===== src/rtl/bsr_pkg.sv =====
package bsr_pkg;
    localparam int SEL_W    = 4;
    localparam int MODE_BIT = 7;
    localparam logic [7:0] STAT_RD_MASK = 8'hC0;
    localparam logic [7:0] BACK_RD_MASK = 8'hC1;

    typedef enum logic [SEL_W-1:0] {
        CR_STAT = 4'd0,
        CR_BK2  = 4'd1,
        CR_COND = 4'd2,
        CR_ISP  = 4'd3,
        CR_SCR0 = 4'd4,
        CR_SCR1 = 4'd5,
        CR_USP  = 4'd6,
        CR_BPC  = 4'd7,
        CR_BPC2 = 4'd8
    } cr_id_e;
endpackage


===== src/rtl/bsr_stack_bank.sv =====
module bsr_stack_bank #(
    parameter int DATA_W = 32
) (
    input  logic              clk,
    input  logic              rst_n,
    input  logic              mode,
    input  logic              flip,
    input  logic              isp_wr,
    input  logic              usp_wr,
    input  logic [DATA_W-1:0] wr_data,
    input  logic              sp_wr_en,
    input  logic [DATA_W-1:0] sp_wr_data,
    output logic [DATA_W-1:0] live_q,
    output logic [DATA_W-1:0] isp_q,
    output logic [DATA_W-1:0] usp_q
);
    typedef struct packed {
        logic [DATA_W-1:0] live;
        logic [DATA_W-1:0] isp;
        logic [DATA_W-1:0] usp;
    } bank_t;

    bank_t st_d, st_q;
    logic  live_touched;

    always_comb begin
        st_d = st_q;
        live_touched = flip || (isp_wr && !mode) || (usp_wr && mode);
        if (sp_wr_en && !live_touched) begin
            st_d.live = sp_wr_data;
        end
        if (flip) begin
            if (!mode) begin
                st_d.isp  = st_q.live;
                st_d.live = st_q.usp;
            end else begin
                st_d.usp  = st_q.live;
                st_d.live = st_q.isp;
            end
        end else if (isp_wr) begin
            if (!mode) st_d.live = wr_data;
            else       st_d.isp  = wr_data;
        end else if (usp_wr) begin
            if (mode) st_d.live = wr_data;
            else      st_d.usp  = wr_data;
        end
    end

    always_ff @(posedge clk) begin
        if (!rst_n) st_q <= '0;
        else        st_q <= st_d;
    end

    assign live_q = st_q.live;
    assign isp_q  = st_q.isp;
    assign usp_q  = st_q.usp;
endmodule


===== src/rtl/bsr_read_mux.sv =====
module bsr_read_mux
    import bsr_pkg::*;
#(
    parameter int DATA_W = 32
) (
    input  logic [SEL_W-1:0]  sel,
    input  logic              mode,
    input  logic [7:0]        stat,
    input  logic [7:0]        bk,
    input  logic [7:0]        bk2,
    input  logic              cond,
    input  logic [DATA_W-1:0] live,
    input  logic [DATA_W-1:0] isp,
    input  logic [DATA_W-1:0] usp,
    input  logic [DATA_W-1:0] bpc,
    input  logic [DATA_W-1:0] bpc2,
    input  logic [DATA_W-1:0] scr0,
    input  logic [DATA_W-1:0] scr1,
    output logic [DATA_W-1:0] data
);
    localparam logic [DATA_W-1:0] PC_MASK = ~{{(DATA_W-1){1'b0}}, 1'b1};

    always_comb begin
        data = '0;
        case (sel)
            CR_STAT: begin
                data[15:8] = bk & BACK_RD_MASK;
                data[7:0]  = (stat & STAT_RD_MASK) | {7'b0, cond};
            end
            CR_BK2:  data[7:0] = bk2 & BACK_RD_MASK;
            CR_COND: data[0]   = cond;
            CR_ISP:  data = mode ? isp : live;
            CR_USP:  data = mode ? live : usp;
            CR_SCR0: data = scr0;
            CR_SCR1: data = scr1;
            CR_BPC:  data = bpc & PC_MASK;
            CR_BPC2: data = bpc2 & PC_MASK;
            default: data = '0;
        endcase
    end
endmodule


===== src/rtl/bsr_file.sv =====
module bsr_file
    import bsr_pkg::*;
#(
    parameter int DATA_W = 32
) (
    input  logic              clk,
    input  logic              rst_n,
    input  logic [3:0]        rd_sel,
    output logic [DATA_W-1:0] rd_data,
    input  logic              wr_en,
    input  logic [3:0]        wr_sel,
    input  logic [DATA_W-1:0] wr_data,
    output logic [DATA_W-1:0] sp_live,
    input  logic              sp_wr_en,
    input  logic [DATA_W-1:0] sp_wr_data
);
    typedef struct packed {
        logic [7:0]        stat;
        logic [7:0]        bk;
        logic [7:0]        bk2;
        logic              cond;
        logic [DATA_W-1:0] bpc;
        logic [DATA_W-1:0] bpc2;
        logic [DATA_W-1:0] scr0;
        logic [DATA_W-1:0] scr1;
    } ctl_t;

    ctl_t ctl_d, ctl_q;
    logic mode_q;
    logic stat_wr, flip, isp_wr, usp_wr;
    logic [DATA_W-1:0] live_q, isp_sh, usp_sh;

    assign mode_q  = ctl_q.stat[MODE_BIT];
    assign stat_wr = wr_en && (wr_sel == CR_STAT);
    assign flip    = stat_wr && (wr_data[MODE_BIT] != mode_q);
    assign isp_wr  = wr_en && (wr_sel == CR_ISP);
    assign usp_wr  = wr_en && (wr_sel == CR_USP);

    always_comb begin
        ctl_d = ctl_q;
        if (wr_en) begin
            case (wr_sel)
                CR_STAT: begin
                    ctl_d.bk   = wr_data[15:8];
                    ctl_d.stat = wr_data[7:0];
                    ctl_d.cond = wr_data[0];
                end
                CR_BK2:  ctl_d.bk2  = wr_data[7:0];
                CR_COND: ctl_d.cond = wr_data[0];
                CR_SCR0: ctl_d.scr0 = wr_data;
                CR_SCR1: ctl_d.scr1 = wr_data;
                CR_BPC:  ctl_d.bpc  = wr_data;
                CR_BPC2: ctl_d.bpc2 = wr_data;
                default: ;
            endcase
        end
    end

    always_ff @(posedge clk) begin
        if (!rst_n) ctl_q <= '0;
        else        ctl_q <= ctl_d;
    end

    bsr_stack_bank #(.DATA_W(DATA_W)) u_bank (
        .clk        (clk),
        .rst_n      (rst_n),
        .mode       (mode_q),
        .flip       (flip),
        .isp_wr     (isp_wr),
        .usp_wr     (usp_wr),
        .wr_data    (wr_data),
        .sp_wr_en   (sp_wr_en),
        .sp_wr_data (sp_wr_data),
        .live_q     (live_q),
        .isp_q      (isp_sh),
        .usp_q      (usp_sh)
    );

    bsr_read_mux #(.DATA_W(DATA_W)) u_rmux (
        .sel  (rd_sel),
        .mode (mode_q),
        .stat (ctl_q.stat),
        .bk   (ctl_q.bk),
        .bk2  (ctl_q.bk2),
        .cond (ctl_q.cond),
        .live (live_q),
        .isp  (isp_sh),
        .usp  (usp_sh),
        .bpc  (ctl_q.bpc),
        .bpc2 (ctl_q.bpc2),
        .scr0 (ctl_q.scr0),
        .scr1 (ctl_q.scr1),
        .data (rd_data)
    );

    assign sp_live = live_q;
endmodule


===== config.mk =====
export PLATFORM = sky130hd
export DESIGN_NAME = bsr_file
export DESIGN_NICKNAME = d
export VERILOG_FILES = /design/src/rtl/bsr_pkg.sv /design/src/rtl/bsr_stack_bank.sv /design/src/rtl/bsr_read_mux.sv /design/src/rtl/bsr_file.sv
export SDC_FILE = /design/constraint.sdc
export NUM_CORES = 1
export LEC_CHECK = 0
export ABC_AREA = 1
export BUFFER_PORTS_ARGS = -buffer_cell sky130_fd_sc_hd__buf_2
export CORE_MARGIN = 5
export CORE_UTILIZATION = 45
export CTS_CLUSTER_DIAMETER = 80
export DETAILED_ROUTE_END_ITERATION = 7
export GPL_TIMING_DRIVEN = 0
export PLACE_DENSITY = 0.74
export SYNTH_ARGS = -nofsm -noshare
export SYNTH_HDL_FRONTEND = slang
export SYNTH_SLANG_ARGS = --single-unit

===== constraint.sdc =====
create_clock -name clk -period 4.29 [get_ports clk]
set_input_delay 0.429 -clock clk [delete_from_list [all_inputs] [get_ports clk]]
set_output_delay 0.429 -clock clk [all_outputs]
set_load 0.01 [all_outputs]

# Yosys cells after proc, flatten, opt, wreduce, memory -nomap -nowiden
# Index checks and enable logic that the tools add are counted.
# classes
n_mux	18
bitwise_logic	1
n_eq_ne	19
n_reduce_logical	26
# op_table
cell	count
32-bit 2-to-1 mux	13
96-bit 2-to-1 mux	1
16-bit one-hot mux with 6 select lines	1
7-bit one-hot mux with 8 select lines	1
8-bit one-hot mux with 7 select lines	1
4-bit by 3-bit == test with 1-bit output (second input constant)	8
4-bit by 2-bit == test with 1-bit output (second input constant)	4
2-bit AND reduction	8
4-bit by 1-bit == test with 1-bit output (second input constant)	2
4-bit == test (second input constant)	2
4-bit zero test	2
8-bit by 1-bit bitwise OR with 8-bit output	1
1-bit logical AND	7
1-bit one-hot mux with 7 select lines	1
2-bit nonzero test	3
2-bit by 1-bit != test with 1-bit output (second input constant)	2
3-bit AND reduction	1
1-bit zero test	2
1-bit logical OR	2
2-bit OR reduction	1
1-bit != test	1
# totals
regBits	249
elab_cells	75

# Logic depth before layout (Yosys ltp)
# Gate-level depths: netlist (run 1).
# logic_depth
ltp_word	12
ltp_mapped	12

# Hierarchy
# A second synthesis (run 1) with hierarchy kept.
# unflattened
hier_cells	2366
hier_area_um2	14191.1
# modules_own_cells
module	area_per_inst_um2	instances	cells_per_inst
bsr_file	6327.3	1	923
bsr_stack_bank	5290.1	1	839
bsr_read_mux	2573.7	1	604

# Least setup slack after synthesis (run 1)
# OpenSTA, ideal clock, no wires.
# synth_path
path_type	input to output
start	input rd_sel[3]
end	output rd_data[19]
cell_stages	8
n_path_buf	1
arrival_ns	1.428
slack_ns	2.433
path_cell_list	inv_1 -> nand2_1 -> clkinv_1 -> nand3_1 -> inv_1 -> clkbuf_1 -> a221oi_1 -> nand3_1
# synth_via
elab_chain_len	2
elab_cells_between_ends	7
cone_classes	eq/ne: 6; mux: 1
# synth_lines
item	line	source
start, declared	bsr_file.sv:8	input logic [3:0] rd_sel,
4-bit == test, or another cell as far along	bsr_read_mux.sv:25	case (sel)
16-bit one-hot mux with 6 select lines (*)	bsr_read_mux.sv:25	
end, declared	bsr_file.sv:9	output logic [DATA_W-1:0] rd_data,
# Every way passes the cells marked *; elsewhere a longest branch is shown, timed or not.

# Worst setup path in the final report (run 1)
# layout_path
start	register ctl_q[152] in the netlist's numbering
end	output rd_data[14]
# layout_via
elab_chain_len	2
elab_cells_between_ends	3
cone_classes	mux: 3
# layout_lines
item	line	source
start, declared	bsr_file.sv:28	ctl_t ctl_d, ctl_q;
start signal, assigned	bsr_file.sv:61	else ctl_q <= ctl_d;
32-bit 2-to-1 mux (on tied branches)	bsr_read_mux.sv:33, bsr_read_mux.sv:32	
8-bit one-hot mux with 7 select lines (*)	bsr_read_mux.sv:25	
# Marked as above.

==> results of run 1 <==
[synthesized netlist by cell type (2+ instances only)]
library cell | number | area share
a32o_1 | 7 | 0.0062
buf_4 | 7 | 0.0047
nor3_2 | 3 | 0.0027
inv_1 | 153 | 0.051
nand2_1 | 486 | 0.16
o221ai_1 | 2 | 0.0016
a221oi_1 | 8 | 0.0062
o211ai_1 | 29 | 0.019
buf_1 | 7 | 0.0023
inv_2 | 4 | 0.0013
clkbuf_1 | 84 | 0.028
buf_2 | 24 | 0.011
a22o_1 | 8 | 0.0062
nand3_1 | 107 | 0.047
dfxtp_1 | 231 | 0.41
a21oi_1 | 250 | 0.11
nor2_1 | 59 | 0.020
nand4_1 | 19 | 0.011
a22oi_1 | 2 | 0.0013
nor2_2 | 4 | 0.0022
o21ai_0 | 204 | 0.090
[power breakdown]
part | leakage (nW) | total [mW] | switching [mW] | internal [mW]
registers | 1.87 | 2.23 | 0.0297 | 2.20
logic | 3.83 | 0.481 | 0.347 | 0.134
clock network | 0.456 | 2.44 | 0.949 | 1.49
[cells in the final DEF, fill, tap and decap left out, types with 19 or more instances in the layout]
master / count
o211ai_1: 29
clkbuf_1: 87
nand3_1: 107
nand4_1: 19
o21ai_0: 204
dfxtp_1: 231
nand2_1: 486
a21oi_1: 250
nor2_1: 59
inv_1: 153
clkbuf_16: 27
buf_2: 161
[final timing paths]
check                               start                            end  depth (start not counted)  slack (ns)
setup / recovery  ctl_q[152]$_SDFFE_PN0P_                    rd_data[14]                          6        1.05
hold / removal             sp_wr_data[24]   u_bank.live_q[24]$_SDFF_PN0_                          3        0.17
setup reg to reg  ctl_q[152]$_SDFFE_PN0P_  u_bank.usp_q[19]$_SDFFE_PN0P_                          7        2.22
hold reg to reg   ctl_q[128]$_SDFFE_PN0P_        ctl_q[128]$_SDFFE_PN0P_                          2        0.46
[layer usage]
| layer | vias to the layer above | share of wire | track usage |
|---|---|---|---|
| li1 | 5980 | - | - |
| met1 | 6037 | 0.39 | 0.419 |
| met2 | 900 | 0.44 | 0.490 |
| met3 | 176 | 0.11 | 0.0528 |
| met4 | 2 | 0.068 | 0.180 |
| met5 | - | 0.00036 | 0 |
[per-stage QoR]
step / hold WS (ns) / instances / power (mW)
6_report: 0.174 / 2222 / 5.15
3_3_place_gp: 0.437 / 2175 / 2.73
5_1_grt: 0.204 / 2222 / 5.28
2_1_floorplan: 0.424 / 1708 / 2.53
4_1_cts: 0.174 / 2222 / 5.14
3_5_place_dp: 0.446 / 2175 / 2.74
[critical path, delay by kind of cell (launching register included)]
kind	cells	cell delay (ns)
and+or+nand+nor	1	0.13
DFF	1	0.37
AOI/OAI and AO/OA	2	0.90
buffers and inverters	3	0.86
[sequential cells by signal, indices dropped and copies added (netlist names)]
| signal | flops |
|---|---|
| ctl_q | 135 |
| u_bank.isp_q | 32 |
| u_bank.live_q | 32 |
| u_bank.usp_q | 32 |
[final cells by class]
type	count	share of cell area
repair buffers	137	0.0515
inverters	158	0.0445
flip-flops and latches	231	0.347
clock buffers	36	0.0578
multi-input cells	1196	0.417
well taps	330	0.0310
clock inverters	11	0.0120
plain buffers	123	0.0394
[cell families (layout without fill, tap and decap cells)]
kind of cell    after synthesis  after routing
simple gates                681            681
flops                       231            231
compound gates              515            515
buf+inv                     281            465
==> out/metrics.yaml, run 1 <==
synthMuxAreaShare: 0
grt_pass1_wl_um: 70600
cts_made_buffers: 26
pin_count: 140
drcViolationCount: 0
cts_tree: "built"
path_class: "flop to primary output"
gp_congestion: 0.996
die_area_um2: 28400
rsz0062_at_grt: "false"
period_share: 0.756
outcome: "finished, final reports clean"
clockBufferDepth: 3
ys_seq_area_frac: 0.409
wire_per_inst_um: 21.0
antenna_left: 0
yosysWarnings: 0
coreArea_um2: 25000
cts_sinks: 231
synth_edf_count: 0
worst_slew_pin_slew_ns: 0.919
hold_path_class: "input port to flop"
maxCapViolations: 0
synth_seq_cells: 231
endpoint_kind: "primary output"
hold_violations: 0
crit_fanout: 10
nFillCells: 2533
antenna_cells: 0
slew_headroom: 0.387
die_w_um: 168
dr.pass1.iters: 8
cpPeakStageDelay_ns: 0.56
syn_nets: 1784
ctsRootBufferMaster: "clkbuf_16"
clkLatencyLatePin_ns: 0.55
fin_crit_ns: 3.24
synth_compound_area_frac: 0.245
stdcell_area_um2: 13300
placed_area_um2: 12400
initial_utilization: 0.452
dp.final_hpwl_um: 34100
syn_area_um2: 11300
vias: 13100
cts-htree-levels: 1
post_cts_buffers: 0
grt_max_degree: 14
ctsResizeCount: 0
avgViaCountPerCell: 5.89
syn_inst: 1708
slowest_stage: "a221oi_1"
finalMaxSlewViolations: 0
setup_violations: 0
drive_gt1_frac: 0.120
ys.flop_type: "dfxtp_1"
p_leak_nw: 6.16
holdBufCountCts: 0
routed_wl_um: 46700
regArea_um2: 4620
yosysUniqueCellTypes: 31
synth_fa_ha_area_frac: 0
die_height_um: 168
clk_pin_slew_ns: 0.06
fmax_mhz: 309
nNetsFinal: 1949
area_growth_pct: 18.0
synthSimpleGateAreaFrac: 0.246
antenna_found_initial: 1
fin_tns_setup_ns: 0
cp.arrival_ns: 2.81
critPathLaunchType: "flop"
grt_usage: 0.317
grt_pass1_vias: 12200
synth_top_family_by_area: "simple AND/OR/NAND/NOR gates"
place_ws_ns: 1.36
worst_slack_ns: 1.05
worstPathCellList: "inv_2, clkbuf_1, o21ai_0, a221oi_1, nand2_1, buf_2"
multiInputGateArea_um2: 5550
power_density_nw_per_um2: 386
utilization: 0.534
avgSynthCellArea_um2: 6.61
drtIter0Drc: 1833
async_flop_share: 0
required_ns: 3.86
numPortBuffers: 137
skew_ns: 0.00970
grt.overflow.total: 0
vdd_drop_max_mv: 0.283
synthXorXnorAreaFrac: 0
rows: 58
Note: power is estimated with default switching activity, not from simulation.
==> inputs of run 2 (changes only) <==
ABC_AREA = 0   (was 1)
clock period = 3 ns   (was 4.29 ns; I/O delays follow)
==> run 2 against run 1 <==
Against the previous run: global-route usage down 2.6 points; highest routed layer unchanged; the flow now finishes with violations (design-rule violations); final cell count is 16% lower; register-to-register slack lost 1.6 ns; via count decreased by 11%; routed wire length decreased by 4.8%; critical path type unchanged; clock skew decreased by 0.0031 ns; first-iteration DRC count shrank 24%.
==> out/metrics.yaml, run 2 <==
worstPathCellList: "clkbuf_4, buf_2, mux2_2, a222oi_1, nand2_1, buf_2"
slowest_stage: "dfxtp_1"
setup_violations: 0  # unchanged
drive_gt1_frac: 0.208  # +0.0875
maxCapViolations: 0  # unchanged
crit_top_cell: "buf_2"
syn_inst: 1362  # -20%
synth_area_leader_cell: "dfxtp_1"
nNetsFinal: 1599  # -18%
grt_pass1_vias: 11000  # -9.9%
layout_commonest_cell: "nand2_1"
async_flop_share: 0  # unchanged
wire_per_inst_um: 23.7  # +13%
p_leak_nw: 5.43  # -12%
total_power_mw: 7.13  # +38%
die_w_um: 170  # +0.98%
finalMaxSlewViolations: 0  # unchanged
placed_area_um2: 12600  # +1.7%
failed_checks: "design-rule violations"
slew_headroom: 0.247  # -0.140
place_ws_ns: 0.203  # -1.16 ns
vdd_drop_max_mv: 0.421  # +49%
yosysWarnings: 0  # unchanged
cts_sinks: 231  # unchanged
grt_max_degree: 14  # unchanged
critical-path-top-delay-family: "buffers and inverters"
syn_nets: 1438  # -19%
synth_area_leaders: "dfxtp_1, nand2_1, mux2_2"
coreArea_um2: 25200  # +0.87%
netlist.area_leader.share: 0.401  # -0.00835
outcome: "complete, but fails checks"
grt_usage: 0.290  # -0.0264
critPathBufInv: 3  # unchanged
power_density_nw_per_um2: 526  # +36%
pin_count: 140  # unchanged
avgViaCountPerCell: 6.23  # +5.8%
critPathLaunchType: "flop"
gp_congestion: 1.01  # +1.3%
synth_seq_cells: 231  # unchanged
rr_worst_depth: 6  # -1
ys_seq_area_frac: 0.401  # -0.00835
cts_made_buffers: 26  # unchanged
die_area_um2: 28900  # +2.0%
ys.flop_type: "dfxtp_1"
cp.arrival_ns: 2.63  # -0.18 ns
antenna_left: 0  # unchanged
largest-register: "ctl_q"
holdWs_ns: 0.0408  # -0.133 ns
crit_fanout: 10  # unchanged
cts_tree: "built"
avgSynthCellArea_um2: 8.47  # +28%
antenna_found_initial: 2  # +1
area_growth_pct: 17.4
fin_crit_ns: 2.93
regArea_um2: 4620  # unchanged
numPortBuffers: 133  # -2.9%
hold_violations: 0  # unchanged
endpoint_kind: "primary output"
largest_reg_flops: 135  # unchanged
hold_depth: 3  # unchanged
worst_slew_pin_slew_ns: 1.13  # +0.207 ns
initial_utilization: 0.458  # +0.00543
dp.final_hpwl_um: 30500  # -10%
vias: 11700  # -11%
ctsRootBufferMaster: "clkbuf_16"
dr.pass1.iters: 8  # unchanged
drtIter0Drc: 1388  # -24%
multiInputGateArea_um2: 6330  # +14%
cp_num_cells: 6  # unchanged
worst_slack_ns: 0.0671  # -0.982 ns
post_cts_buffers: 0  # unchanged
clockBufferDepth: 3  # unchanged
grt.overflow.total: 0  # unchanged
stdcell_area_um2: 13500  # +1.6%
grt_pass1_wl_um: 65100  # -7.9%
fin_tns_setup_ns: 0  # unchanged
rows: 58  # unchanged
yosys-top-cells-count: "nand2_1, dfxtp_1, a21oi_1, clkbuf_1, mux2i_1"
clk_pin_slew_ns: 0.06  # about the same
clkLatencyLatePin_ns: 0.53  # -0.02 ns
cts-htree-levels: 1  # unchanged
die_height_um: 170  # +0.98%
synth_edf_count: 0  # unchanged
drcViolationCount: 4  # +4
fmax_mhz: 341
yosysUniqueCellTypes: 49  # +58%
cpPeakStageDelay_ns: 0.42  # -0.14 ns
synth.most_common_cell: "nand2_1"
skew_ns: 0.00657  # -0.00313 ns
path_class: "flop to primary output"
syn_area_um2: 11500  # +2.1%
period_share: 0.978
required_ns: 2.70  # -1.16 ns
hold_path_class: "input port to flop"
nFillCells: 2336  # -7.8%
final_cell_mix: "nand2_1, dfxtp_1, buf_2, a21oi_1, clkbuf_1"
routed_wl_um: 44400  # -4.8%
run 2: cell types whose count changed after synthesis, sizes merged, moves of 35 or more:
cell   before  now
o21ai     204    6
nand2     488  333
inv       157    4
a21oi     250  141
nand3     108    8
mux2        0   92
mux2i       0   73
o22ai       1   63
o211a       0   35
run 2: area by class of cell:
cell class                      instances  area share
Multi-Input combinational cell        989       0.467
Sequential cell                       231       0.342
Clock buffer                           38      0.0559
Timing Repair Buffer                  133      0.0492
Buffer                                137      0.0455
Tap cell                              330      0.0305
Clock inverter                          9     0.00813
Inverter                                5     0.00139
Antenna cell                            2    0.000370
run 2: metal layers:
metal | track usage | share of wire | vias to the layer above
met1 | 0.389 | 0.40 | 5553
li1 | - | - | 5237
met3 | 0.0485 | 0.11 | 154
met4 | 0.150 | 0.053 | 2
met5 | 0 | 0.00029 | -
met2 | 0.450 | 0.44 | 737
run 2: kinds of logic (layout without fill, tap and decap cells):
logic type / Yosys count / after routing / synth area share
and+or+nand+nor: 450 / 450 / 0.162
buffers and inverters: 142 / 322 / 0.0525
muxes: 165 / 165 / 0.162
DFF: 231 / 231 / 0.401
xor gates and xnor gates: 1 / 1 / 0.000760
other: 0 / 2 / 0
AOI/OAI and AO/OA: 373 / 373 / 0.221
run 2: path summary, 6_finish.rpt:
path                                 from                            to  slack (ns)
setup / recovery  ctl_q[152]$_SDFFE_PN0P_                    rd_data[9]        0.07
hold / removal             sp_wr_data[29]  u_bank.live_q[29]$_SDFF_PN0_        0.04
setup reg to reg  ctl_q[152]$_SDFFE_PN0P_  u_bank.live_q[15]$_SDFF_PN0_        0.63
hold reg to reg    ctl_q[91]$_SDFFE_PN0P_        ctl_q[91]$_SDFFE_PN0P_        0.45
run 2: where the power goes:
group          switching (mW)  total, mW  internal [mW]
combinational           0.427      0.656          0.229
sequential             0.0670       3.21           3.14
clock                    1.34       3.26           1.92
total                    1.83       7.13           5.29
run 2: timing repair:
action	in CTS	in global routing
resized for setup	4	13
pin swaps	0	0
endpoints found under the setup margin	28	31
gates cloned	0	0
hold buffers	0	0
run 2: tightest hold or removal path, stage by stage:
cell and delay (ns):
buf_2 0.07, o22ai_1 0.06, o22ai_1 0.09
run 2: through the flow:
| step | cells | util |
|---|---|---|
| detailed placement | 1825 | 0.501 |
| global route | 1873 | 0.538 |
| floorplan | 1362 | - |
| CTS | 1872 | 0.536 |
| global placement | 1825 | 0.501 |
| finish | 1874 | 0.538 |
==> inputs of run 3 (changes only) <==
==> constraint.sdc (replaced) <==
create_clock -name clk -period 3 [get_ports clk]
set_input_delay 0.75 -clock clk [delete_from_list [all_inputs] [get_ports clk]]
set_output_delay 0.75 -clock clk [all_outputs]
set_load 0.01 [all_outputs]
==> run 3 against run 2 <==
Against the previous run: the run ends with negative setup slack left; via count rose by 0.44%; die area did not move; non-clock buffer count rose by 8; cell area rose by 4.9%; core utilization rose by 2.6 points; routed wire length rose by 2.2%; final cell count rose by 0.32%; sequential power barely moved; fmax fell by 2.6%; largest cell class unchanged; largest power group unchanged; highest routed layer unchanged.
==> out/metrics.yaml, run 3 (same netlist as run 2, synthesis figures left out) <==
vdd_drop_max_mv: 0.426  # +1.1%
initial_utilization: 0.458  # unchanged
power_density_nw_per_um2: 506  # -3.9%
cpPeakStageDelay_ns: 0.39  # -0.03 ns
endpoint_kind: "primary output"
drcViolationCount: 0  # -4
die_w_um: 170  # unchanged
failed_checks: "negative setup slack"
critPathBufInv: 3  # unchanged
p_comb_frac: 0.097  # +0.005
vias: 11700  # +0.44%
numPortBuffers: 133  # unchanged
largest_reg_flops: 135  # unchanged
clk_pin_slew_ns: 0.06  # about the same
grt_max_degree: 14  # unchanged
switching_share: 0.259  # +0.00219
drive_gt1_frac: 0.253  # +0.0454
critPathLaunchType: "flop"
wl_met3_um: 4480  # -5.3%
setup_violations: 1  # +1
cts_sinks: 231  # unchanged
worst_slack_ns: -0.00993  # -0.0770 ns
r2r_end: "u_bank.live_q[30]$_SDFF_PN0_"
maxCapViolations: 0  # unchanged
die_height_um: 170  # unchanged
largest-register: "ctl_q"
top_layer: "met5"
dr.pass1.iters: 7  # -1
cts_made_buffers: 26  # unchanged
layout_commonest_cell: "nand2_1"
rsz0062_at_grt: "true"
dr_wl_met2_um: 19900  # +2.4%
total_power_mw: 7.18  # +0.84%
min_from: "ctl_q[91]$_SDFFE_PN0P_"
clockBufferDepth: 3  # unchanged
p_leak_nw: 5.69  # +4.8%
r2r_setup_slack_ns: 0.76  # +0.13 ns
holdWs_ns: 0.453  # +0.412 ns
fin_crit_ns: 3.01  # +0.0770 ns
antenna_cells: 0  # -2
ctsRootBufferMaster: "clkbuf_16"
outcome: "complete, but fails checks"
pin_count: 140  # unchanged
grt_pass1_wl_um: 65700  # +0.90%
wire_per_inst_um: 24.1  # +1.8%
nNetsFinal: 1607  # +0.50%
path_class: "flop to primary output"
worstPathCellList: "buf_12, buf_8, mux2_2, a222oi_1, nand2_1, buf_2"
final_cell_mix: "nand2_1, dfxtp_1, buf_2, a21oi_1, clkbuf_1"
slew_headroom: 0.281  # +0.0341
antenna_left: 0  # unchanged
routed_wl_um: 45400  # +2.2%
period_share: 1.00  # +0.0257
intPower_mw: 5.32  # +0.54%
gp_congestion: 1.01  # unchanged
required_ns: 2.25  # -0.45 ns
critical-path-top-delay-family: "buffers and inverters"
fmax_mhz: 332  # -2.6%
grt.overflow.total: 0  # unchanged
grt_usage: 0.292  # +0.00211
cts_tree: "built"
seq_power_share: 0.448  # -0.002
slowest_stage: "dfxtp_4"
avgViaCountPerCell: 6.24  # +0.12%
dp.final_hpwl_um: 30500  # unchanged
rr_worst_depth: 6  # unchanged
antenna_found_initial: 1  # -1
startpoint: "ctl_q[152]$_SDFFE_PN0P_"
grt_pass1_vias: 11200  # +1.5%
cts-htree-levels: 1  # unchanged
rows: 58  # unchanged
coreArea_um2: 25200  # unchanged
p_sw_mw: 1.86  # +1.7%
p_clk_frac: 0.455  # -0.003
worst_slew_pin_slew_ns: 1.08  # -0.0511 ns
cp.arrival_ns: 2.26  # -0.37 ns
hold_path_class: "flop to flop"
wl_met1_um: 18400  # +3.1%
clkLatencyLatePin_ns: 0.53  # about the same
holdBufCountCts: 0  # unchanged
whs_endpoint: "ctl_q[91]$_SDFFE_PN0P_"
hold_depth: 2  # -1
skew_ns: 0.0131  # +0.00655 ns
nFillCells: 2240  # -4.1%
finalMaxSlewViolations: 0  # unchanged
crit_fanout: 10  # unchanged
hold_violations: 0  # unchanged
reg2reg_from: "ctl_q[152]$_SDFFE_PN0P_"
area_growth_pct: 23.1
drtIter0Drc: 1631  # +18%
die_area_um2: 28900  # unchanged
## run 3: cell type report
cell class                 count  area [µm²]  area share
clock buffer                  38         757      0.0533
inverter                       5        18.8     0.00132
sequential                   231        4630       0.326
clock inverter                 9         110     0.00775
multi-input combinational    989        6630       0.467
timing repair buffer         143         795      0.0560
tap                          330         413      0.0291
buffer                       135         852      0.0600
## run 3: how the worst max path moves through the flow
stage,to,slack (ns),cells after the start
3_5_place_dp,rd_data[9],-0.70,8
6_report,rd_data[9],-0.01,6
2_1_floorplan,rd_data[10],0.19,7
4_1_cts,rd_data[9],-0.04,6
5_1_grt,rd_data[14],-0.06,8
3_3_place_gp,rd_data[9],-0.71,8
## run 3: repair_timing
action / in CTS / in global routing
cloned: 0 / 2
resized for setup: 103 / 58
endpoints found under the setup margin: 32 / 32
pin swaps: 3 / 16
hold endpoints to repair: 0 / 0
buffers inserted: 3 / 5
## run 3: through the flow
| step | std cells | util | area (µm²) | setup TNS [ns] | setup slack (ns) |
|---|---|---|---|---|---|
| 6_report | 1880 | 0.564 | 14200 | -0.00993 | -0.00993 |
| 4_1_cts | 1873 | 0.552 | 13900 | -0.192 | -0.0450 |
| 5_1_grt | 1880 | 0.564 | 14200 | -0.655 | -0.0562 |
| 3_3_place_gp | 1825 | 0.501 | 12600 | -18.46 | -0.713 |
| 3_5_place_dp | 1825 | 0.501 | 12600 | -18.21 | -0.697 |
| 2_1_floorplan | 1362 | - | 11500 | 0 | 0.189 |
## run 3: power by group through the flow
| stage | clock [mW] | sequential (mW) | combinational (mW) |
|---|---|---|---|
| 2_1_floorplan | 0 | 3.27 | 0.337 |
| 3_3_place_gp | 0 | 3.27 | 0.627 |
| 3_5_place_dp | 0 | 3.27 | 0.633 |
| 4_1_cts | 3.27 | 3.21 | 0.660 |
| 5_1_grt | 3.41 | 3.22 | 0.730 |
| 6_report | 3.27 | 3.22 | 0.697 |
## run 3: tightest hold or removal path, delay by kind of cell (launching register included)
family	cells	cell delay, ns
compound gates	1	0.05
flops	1	0.31
simple gates	1	0.05
## run 3: per-layer routing
metal | global-route usage | vias to the layer above
met4 | 0.164 | 2
met3 | 0.0472 | 168
li1 | - | 5261
met2 | 0.451 | 718
met5 | 0 | -
met1 | 0.390 | 5585
